File: config.mk
export PLATFORM = sky130hd
export DESIGN_NAME = dma_bus_master
export DESIGN_NICKNAME = d
export VERILOG_FILES = /design/src/rtl/dma_pkg.sv /design/src/rtl/dma_cfg_regs.sv /design/src/rtl/dma_seq.sv /design/src/rtl/dma_bus_port.sv /design/src/rtl/dma_bus_master.sv
export SDC_FILE = /design/constraint.sdc
export NUM_CORES = 1
export LEC_CHECK = 0
export ABC_AREA = 1
export ABC_CLOCK_PERIOD_IN_PS = 5300
export CELL_PAD_IN_SITES_DETAIL_PLACEMENT = 1
export CELL_PAD_IN_SITES_GLOBAL_PLACEMENT = 2
export CORE_ASPECT_RATIO = 2
export CORE_MARGIN = 4
export CORE_UTILIZATION = 27
export CTS_CLUSTER_DIAMETER = 80
export DETAILED_ROUTE_END_ITERATION = 10
export PLACE_DENSITY = 0.89
export SYNTH_ARGS = -nofsm -noshare
export SYNTH_HDL_FRONTEND = slang
export SYNTH_HIERARCHICAL = 1
export SYNTH_SLANG_ARGS = --single-unit
File: constraint.sdc
create_clock -name clk -period 5.3 [get_ports clk]
set_input_delay 1.06 -clock clk [delete_from_list [all_inputs] [get_ports clk]]
set_output_delay 1.06 -clock clk [all_outputs]
set_load 0.01 [all_outputs]
File: src/rtl/dma_pkg.sv
package dma_pkg;

    typedef enum logic [1:0] {
        ST_IDLE    = 2'd0,
        ST_REQ     = 2'd1,
        ST_MOVE    = 2'd2,
        ST_RELEASE = 2'd3
    } dma_state_e;

    typedef enum logic {
        DIR_PORT_TO_MEM = 1'b0,
        DIR_MEM_TO_PORT = 1'b1
    } dma_dir_e;

    typedef enum logic {
        OWN_BURST = 1'b0,
        OWN_STEAL = 1'b1
    } dma_own_e;

    typedef struct packed {
        dma_dir_e dir;
        dma_own_e own;
    } dma_mode_t;

    localparam logic [1:0] SEL_ADDR  = 2'd0;
    localparam logic [1:0] SEL_COUNT = 2'd1;
    localparam logic [1:0] SEL_CTRL  = 2'd2;
    localparam logic [1:0] SEL_CLEAR = 2'd3;

    localparam int CTRL_DIR_BIT   = 0;
    localparam int CTRL_STEAL_BIT = 1;
    localparam int CTRL_GO_BIT    = 2;

    function automatic logic holds_request(dma_state_e s);
        return (s == ST_REQ) || (s == ST_MOVE);
    endfunction

endpackage

File: src/rtl/dma_cfg_regs.sv
module dma_cfg_regs
    import dma_pkg::*;
#(
    parameter int ADDR_W = 16,
    parameter int CNT_W  = 10
) (
    input  logic              clk,
    input  logic              rst,
    input  logic              cfg_we,
    input  logic [1:0]        cfg_sel,
    input  logic [ADDR_W-1:0] cfg_wdata,
    input  logic              busy,
    input  logic              done,
    output logic [ADDR_W-1:0] start_addr,
    output logic [CNT_W-1:0]  start_count,
    output dma_mode_t         mode_in,
    output logic              start,
    output logic              irq
);

    logic clear_hit;

    assign clear_hit = cfg_we && (cfg_sel == SEL_CLEAR);
    assign start     = cfg_we && (cfg_sel == SEL_CTRL) && cfg_wdata[CTRL_GO_BIT] && !busy;

    always_comb begin
        mode_in.dir = dma_dir_e'(cfg_wdata[CTRL_DIR_BIT]);
        mode_in.own = dma_own_e'(cfg_wdata[CTRL_STEAL_BIT]);
    end

    always_ff @(posedge clk) begin
        if (rst) begin
            start_addr  <= '0;
            start_count <= '0;
        end else if (cfg_we && !busy) begin
            case (cfg_sel)
                SEL_ADDR:  start_addr  <= cfg_wdata;
                SEL_COUNT: start_count <= cfg_wdata[CNT_W-1:0];
                default: ;
            endcase
        end
    end

    always_ff @(posedge clk) begin
        if (rst) begin
            irq <= 1'b0;
        end else if (done) begin
            irq <= 1'b1;
        end else if (clear_hit) begin
            irq <= 1'b0;
        end
    end

    // completion always lands in the flag
    p_irq_set_r8: assert property (@(posedge clk) disable iff (rst)
        done |=> irq);

    // flag is sticky until cleared
    p_irq_sticky_r8: assert property (@(posedge clk) disable iff (rst)
        (irq && !clear_hit) |=> irq);

    // configuration frozen during a run
    p_cfg_frozen_r9: assert property (@(posedge clk) disable iff (rst)
        busy |=> ($stable(start_addr) && $stable(start_count)));

endmodule

File: src/rtl/dma_seq.sv
module dma_seq
    import dma_pkg::*;
#(
    parameter int ADDR_W = 16,
    parameter int CNT_W  = 10
) (
    input  logic              clk,
    input  logic              rst,
    input  logic              start,
    input  logic [ADDR_W-1:0] start_addr,
    input  logic [CNT_W-1:0]  start_count,
    input  dma_mode_t         mode_in,
    input  logic              bus_grant,
    output logic              bus_req,
    output logic              move,
    output logic              busy,
    output logic              done,
    output logic [ADDR_W-1:0] cur_addr,
    output dma_mode_t         mode
);

    localparam logic [CNT_W-1:0]  CNT_ONE  = CNT_W'(1);
    localparam logic [ADDR_W-1:0] ADDR_ONE = ADDR_W'(1);

    dma_state_e        state_q, state_d;
    logic [ADDR_W-1:0] addr_q;
    logic [CNT_W-1:0]  left_q;
    dma_mode_t         mode_q;
    logic              last_word;
    logic              zero_start;
    logic              launch;

    assign last_word  = (left_q == CNT_ONE);
    assign zero_start = (state_q == ST_IDLE) && start && (start_count == '0);
    assign launch     = (state_q == ST_IDLE) && start && (start_count != '0);
    assign move       = (state_q == ST_MOVE) && bus_grant;
    assign done       = zero_start || (move && last_word);
    assign bus_req    = holds_request(state_q);
    assign busy       = (state_q != ST_IDLE);
    assign cur_addr   = addr_q;
    assign mode       = mode_q;

    always_comb begin
        state_d = state_q;
        case (state_q)
            ST_IDLE:    if (launch) state_d = ST_REQ;
            ST_REQ:     if (bus_grant) state_d = ST_MOVE;
            ST_MOVE:    if (move && (last_word || mode_q.own == OWN_STEAL)) state_d = ST_RELEASE;
            ST_RELEASE: if (!bus_grant) state_d = (left_q == '0) ? ST_IDLE : ST_REQ;
            default:    state_d = ST_IDLE;
        endcase
    end

    always_ff @(posedge clk) begin
        if (rst) begin
            state_q <= ST_IDLE;
            addr_q  <= '0;
            left_q  <= '0;
            mode_q  <= '0;
        end else begin
            state_q <= state_d;
            if (launch) begin
                addr_q <= start_addr;
                left_q <= start_count;
                mode_q <= mode_in;
            end else if (move) begin
                addr_q <= addr_q + ADDR_ONE;
                left_q <= left_q - CNT_ONE;
            end
        end
    end

    // a fresh request never overlaps a grant still held
    p_req_after_release_r7: assert property (@(posedge clk) disable iff (rst)
        $rose(bus_req) |-> !bus_grant);

    // burst keeps ownership between words
    p_burst_hold_r5: assert property (@(posedge clk) disable iff (rst)
        (move && !last_word && mode_q.own == OWN_BURST) |=> bus_req);

    // cycle-steal returns the bus after each word
    p_steal_drop_r6: assert property (@(posedge clk) disable iff (rst)
        (move && mode_q.own == OWN_STEAL) |=> !bus_req);

    // request withdrawn after the final word
    p_last_drop_r8: assert property (@(posedge clk) disable iff (rst)
        (move && last_word) |=> !bus_req);

    // address advances by exactly one per word
    p_addr_step_r4: assert property (@(posedge clk) disable iff (rst)
        move |=> (cur_addr == ADDR_W'($past(cur_addr) + ADDR_ONE)));

    // empty run never asks for the bus
    p_zero_no_req_r10: assert property (@(posedge clk) disable iff (rst)
        zero_start |=> !bus_req);

endmodule

File: src/rtl/dma_bus_port.sv
module dma_bus_port
    import dma_pkg::*;
#(
    parameter int ADDR_W    = 16,
    parameter int DATA_W    = 16,
    parameter bit PARK_ZERO = 1'b1
) (
    input  logic              clk,
    input  logic              rst,
    input  logic              move,
    input  dma_dir_e          dir,
    input  logic [ADDR_W-1:0] cur_addr,
    input  logic [DATA_W-1:0] mem_rdata,
    input  logic [DATA_W-1:0] io_rdata,
    output logic              bus_oe,
    output logic [ADDR_W-1:0] mem_addr,
    output logic [DATA_W-1:0] mem_wdata,
    output logic              mem_we,
    output logic              mem_re,
    output logic              io_rd,
    output logic [DATA_W-1:0] io_wdata,
    output logic              io_wr
);

    logic to_mem;
    logic to_port;

    assign to_mem  = move && (dir == DIR_PORT_TO_MEM);
    assign to_port = move && (dir == DIR_MEM_TO_PORT);

    assign bus_oe = move;
    assign mem_we = to_mem;
    assign io_rd  = to_mem;
    assign mem_re = to_port;
    assign io_wr  = to_port;

    generate
        if (PARK_ZERO) begin : g_park_zero
            assign mem_addr  = move    ? cur_addr  : '0;
            assign mem_wdata = to_mem  ? io_rdata  : '0;
            assign io_wdata  = to_port ? mem_rdata : '0;
        end else begin : g_park_pass
            assign mem_addr  = cur_addr;
            assign mem_wdata = io_rdata;
            assign io_wdata  = mem_rdata;
        end
    endgenerate

    // no strobe without the driver enable
    p_strobe_needs_oe_r3: assert property (@(posedge clk) disable iff (rst)
        (mem_we || mem_re || io_rd || io_wr) |-> bus_oe);

    // read and write strobes exclusive
    p_strobe_excl_r3: assert property (@(posedge clk) disable iff (rst)
        $onehot0({mem_we, mem_re}));

endmodule

File: src/rtl/dma_bus_master.sv
module dma_bus_master
    import dma_pkg::*;
#(
    parameter int ADDR_W = 16,
    parameter int DATA_W = 16,
    parameter int CNT_W  = 10
) (
    input  logic              clk,
    input  logic              rst,
    input  logic              cfg_we,
    input  logic [1:0]        cfg_sel,
    input  logic [ADDR_W-1:0] cfg_wdata,
    output logic              irq,
    output logic              bus_req,
    input  logic              bus_grant,
    output logic              bus_oe,
    output logic [ADDR_W-1:0] mem_addr,
    output logic [DATA_W-1:0] mem_wdata,
    input  logic [DATA_W-1:0] mem_rdata,
    output logic              mem_we,
    output logic              mem_re,
    input  logic [DATA_W-1:0] io_rdata,
    output logic              io_rd,
    output logic [DATA_W-1:0] io_wdata,
    output logic              io_wr
);

    logic [ADDR_W-1:0] start_addr;
    logic [CNT_W-1:0]  start_count;
    dma_mode_t         mode_in;
    dma_mode_t         mode_run;
    logic              start;
    logic              busy;
    logic              done;
    logic              move;
    logic [ADDR_W-1:0] cur_addr;

    dma_cfg_regs #(.ADDR_W(ADDR_W), .CNT_W(CNT_W)) u_regs (
        .clk        (clk),
        .rst        (rst),
        .cfg_we     (cfg_we),
        .cfg_sel    (cfg_sel),
        .cfg_wdata  (cfg_wdata),
        .busy       (busy),
        .done       (done),
        .start_addr (start_addr),
        .start_count(start_count),
        .mode_in    (mode_in),
        .start      (start),
        .irq        (irq)
    );

    dma_seq #(.ADDR_W(ADDR_W), .CNT_W(CNT_W)) u_seq (
        .clk        (clk),
        .rst        (rst),
        .start      (start),
        .start_addr (start_addr),
        .start_count(start_count),
        .mode_in    (mode_in),
        .bus_grant  (bus_grant),
        .bus_req    (bus_req),
        .move       (move),
        .busy       (busy),
        .done       (done),
        .cur_addr   (cur_addr),
        .mode       (mode_run)
    );

    dma_bus_port #(.ADDR_W(ADDR_W), .DATA_W(DATA_W), .PARK_ZERO(1'b1)) u_port (
        .clk      (clk),
        .rst      (rst),
        .move     (move),
        .dir      (mode_run.dir),
        .cur_addr (cur_addr),
        .mem_rdata(mem_rdata),
        .io_rdata (io_rdata),
        .bus_oe   (bus_oe),
        .mem_addr (mem_addr),
        .mem_wdata(mem_wdata),
        .mem_we   (mem_we),
        .mem_re   (mem_re),
        .io_rd    (io_rd),
        .io_wdata (io_wdata),
        .io_wr    (io_wr)
    );

    // drivers enabled only under grant
    p_drive_needs_grant_r3: assert property (@(posedge clk) disable iff (rst)
        bus_oe |-> bus_grant);

endmodule

==> results.txt <==
----------------------------------------------------
[Status]
  Result of the run ... complete, no violations

[Finish]
  # nets final ... 772
  Share of final-layout standard cells stronger than drive strength 1 ... 9.664%
  Most common cell after layout, fill and taps aside ... sky130_fd_sc_hd__nand2_1
  Number of inserted diodes ... 0
  Non-filler instance count after layout ... 906
  Most used cells in the layout excluding fill and tap cells ... sky130_fd_sc_hd__nand2_1 (132), sky130_fd_sc_hd__inv_1 (113), sky130_fd_sc_hd__clkdlybuf4s50_1 (108)
  Synth-to-Final Area Change ... 34.38%

[Setup path]
  Critical path, cell by cell ... clkdlybuf4s50_1, nand2_2, clkinv_1, nand2_4, nor2_1, clkdlybuf4s50_1
  Worst reg2reg startpoint ... u_seq/state_q[0]
  Critical Path Fanout Max ... 17
  Worst setup path start ... bus_grant
  Family with the most delay on the worst path ... buffers and inverters
  Arr. time, crit path ... between 3000 and 4000 ps
  Critical path start-end classification ... input port to output port
  CP Data Required Time ... 4240 ps
  Buffers & Inverters on Critical Path ... 3
  Most prevalent standard cell on the critical path ... sky130_fd_sc_hd__clkdlybuf4s50_1
  R2R depth ... 10
  Crit path largest cell delay ... 490 ps
  Reg-to-Reg End ... u_seq/cur_addr[0]
  Worst Setup Start Kind ... input port
  Cell with the biggest individual delay on the critical path ... sky130_fd_sc_hd__clkdlybuf4s50_1
  Worst reg-to-reg setup slack ... between 2000 and 3000 ps
  Endpoint type of the worst setup path ... output port

[Routing]
  Number of remaining DRC errors ... 0
  Detailed Route WL ... 12.74 mm
  Count of TritonRoute iterations in the first routing pass ... 5
  Routed vias ... 4,121
  Antenna viol nets, final ... 0
  Detail-routed via count per cell ... between 4 and 5
  Average wire per standard cell ... around 14 µm
  Iteration-0 DRC count of the detailed router ... around 130

[Clocking]
  Post-cts sizing count ... 0
  TritonCTS Buffers ... 9
  Worst-Skew Late Latency ... around 320 ps
  Clock root cell ... sky130_fd_sc_hd__clkbuf_16
  Number of sinks on the clock net ... 57
  H-tree depth ... 3
  Number of hold buffers added after CTS ... 0
  Clock tree from TritonCTS ... done
  Clock-pin slew on the worst setup and hold paths ... 50 ps
  Post-CTS setup-driven buffer insertion count ... 0
  Maximum clock insertion buffer count ... 2

[Placed design]
  Port buffer count ... 108
  Pre-CTS worst setup slack ... 966.8 ps
  Cells after DPL ... between 800 and 900
  Final weighted congestion of routability-driven global placement ... 0.8777
  Hpwl dp ... 10.32 mm

[Power and ir drop]
  Leakage power of the design ... between 2 and 2.5 nW
  Share of total power in combinational logic ... between 30 and 40%
  Maximum vdd ir drop ... 0.0001539 V
  Overall power ... 1.577 mW
  Internal Dissipation ... 1.020 mW
  Pwr dens ... about 290 nW/µm²
  Share of total power consumed by net switching ... 35.29%
  Power spent charging and discharging nets ... around 560 µW
  Part of the power in the clock network ... 34.5%
  Sequential power share ... 33.0%

[Timing]
  Largest clock skew in the final design ... 6.609 ps
  Crit share post-route ... 81.16%
  Max-slew headroom at the worst pin ... 41.12%
  Endpoints failing setup ... 0
  Unrepaired setup endpoints after global routing ... no
  Final min period ... 4301 ps
  Number of failing hold endpoints at the final stage ... 0
  Setup TNS after final layout ... 0 ps
  Number of max-slew violations in the final report ... 0
  Fin worst setup slack ... between 900 and 1000 ps
  Slew at the pin closest to its max-slew limit ... 880.5 ps
  Highest achievable clock rate ... between 200 and 250 MHz

[Floorplanning]
  Number of standard-cell rows in the floorplan ... between 60 and 70
  Die Ht ... 179.8 µm
  Die width ... 93.91 µm
  Core footprint ... 14,430 µm²
  Starting Density ... about 28%
  Total Die Area ... 16,890 µm²
  Number of ports placed on the die boundary ... 109

[Global routing]
  Sum of overflow across all layers after global routing ... 0
  Antenna violations before repair ... 0
  First-pass GRT wire length ... 20.07 mm
  Largest net degree at the start of global routing ... 43
  Total track usage ... between 10% and 20%
  Vias in the first global route ... 4,153

[Min path]
  Hold path depth ... 2
  Path type of the worst min-delay path ... register to register
  Worst min-delay path startpoint ... u_regs/start_addr[6]
  Endpoint, Worst Hold ... u_regs/start_addr[6]

[Synthesis]
  Post-synthesis cell type count ... 31
  Syn Inst Count ... 615
  Synthesized flop and latch total ... 57
  Syn avg cell area ... 6.480 µm²
  Synth Net Count ... around 680
  YS warnings ... 6
  Sequential area share after synthesis ... 28.63%
  Synthesized area ... 3985 µm²

[Job]
  Count of max-cap constraint violations ... 0

----------------------------------------------------
per-stage QoR:
step,hold slack [ps],area (µm²),util [%]
6_report,479.3,5355,37.11
3_5_place_dp,470.8,5074,35.16
5_1_grt,510.9,5355,37.11
2_1_floorplan,446.3,3985,-
3_3_place_gp,461.4,5074,35.16
4_1_cts,484.2,5355,37.11
logic make-up after synthesis:
group | after synthesis | share of synthesized area, %
adder cells (fa/ha/maj) | 8 | 2.512
AO/OA/AOI/OAI | 60 | 8.038
AND/OR/NAND/NOR | 334 | 40.97
buffers and inverters | 145 | 17.43
flip-flops | 57 | 28.63
XOR/XNOR | 11 | 2.418
registers in the layout (all words and copies together) (netlist names):
register,flops
u_regs/start_count,10
u_regs/start_addr,16
u_seq/left_q,10
u_seq/cur_addr,16
u_regs/irq,1
u_seq/mode,2
u_seq/state_q,2
power by group through the flow:
stage	combinational, mW	sequential, mW	clock, mW
floorplan	0.375	0.516	0
global placement	0.493	0.526	0
detailed placement	0.514	0.530	0
CTS	0.517	0.521	0.556
global route	0.575	0.528	0.569
finish	0.513	0.521	0.543
per-layer routing:
layer | global-route usage (%) | up-vias | part of all wire (%)
li1 | - | 2041 | -
met1 | 14.42 | 1913 | 36
met2 | 29.11 | 139 | 55
met3 | 2.092 | 28 | 5.5
met4 | 7.002 | 0 | 3.0
met5 | 0 | - | 0
Yosys cell counts:
library cell | count | area, µm²
sky130_fd_sc_hd__nor2_2 | 4 | 25.02
sky130_fd_sc_hd__a21boi_0 | 1 | 7.510
sky130_fd_sc_hd__buf_2 | 4 | 20.02
sky130_fd_sc_hd__clkbuf_1 | 1 | 3.750
sky130_fd_sc_hd__buf_4 | 8 | 60.06
sky130_fd_sc_hd__xnor2_1 | 5 | 43.79
sky130_fd_sc_hd__nand3_1 | 51 | 255.2
sky130_fd_sc_hd__nand2_4 | 3 | 33.78
sky130_fd_sc_hd__a21oi_2 | 4 | 35.03
sky130_fd_sc_hd__nand2_2 | 5 | 31.28
sky130_fd_sc_hd__nand3b_1 | 2 | 15.01
sky130_fd_sc_hd__a21oi_1 | 32 | 160.2
sky130_fd_sc_hd__inv_1 | 113 | 424.2
sky130_fd_sc_hd__nand3_2 | 5 | 50.05
sky130_fd_sc_hd__buf_6 | 11 | 123.9
sky130_fd_sc_hd__nor2_4 | 24 | 270.3
sky130_fd_sc_hd__dfxtp_1 | 57 | 1141
sky130_fd_sc_hd__nor2_8 | 2 | 40.04
sky130_fd_sc_hd__nand4_1 | 4 | 25.02
sky130_fd_sc_hd__a211oi_1 | 1 | 7.510
sky130_fd_sc_hd__o21ai_1 | 2 | 10.01
sky130_fd_sc_hd__nand2_1 | 132 | 495.5
sky130_fd_sc_hd__xor2_1 | 6 | 52.55
sky130_fd_sc_hd__nor2_1 | 100 | 375.4
sky130_fd_sc_hd__o21ai_0 | 20 | 100.1
sky130_fd_sc_hd__buf_12 | 2 | 40.04
sky130_fd_sc_hd__inv_2 | 4 | 15.01
sky130_fd_sc_hd__nor4_1 | 1 | 6.260
sky130_fd_sc_hd__nor3_2 | 1 | 10.01
sky130_fd_sc_hd__ha_1 | 8 | 100.1
sky130_fd_sc_hd__clkinv_1 | 2 | 7.510
worst max path at each step:
stage / to / slack [ps] / cells past startpoint
CTS: io_wdata[2] / 960 / 6
floorplan: mem_re / 2240 / 7
finish: io_wdata[2] / 1000 / 6
global placement: mem_wdata[15] / 1050 / 6
detailed placement: io_wdata[2] / 970 / 6
global route: io_wdata[2] / 840 / 6
final cells by class:
class	instances	area, µm²
clock buffer	12	266.5
clock inverter	3	15.01
fill	1890	9074
inverter	119	446.7
multi-input combinational	413	2150
sequential	57	1141
tap	192	240.2
timing repair buffer	110	1096
worst reg2reg max path, delay by kind of cell (launching register included):
| family | cells | cell delay (ps) |
|---|---|---|
| adder cells (fa/ha/maj) | 1 | 240 |
| AND/OR/NAND/NOR | 5 | 1090 |
| buffers and inverters | 4 | 900 |
| flip-flops | 1 | 410 |
(Power assumes the default switching activity.)
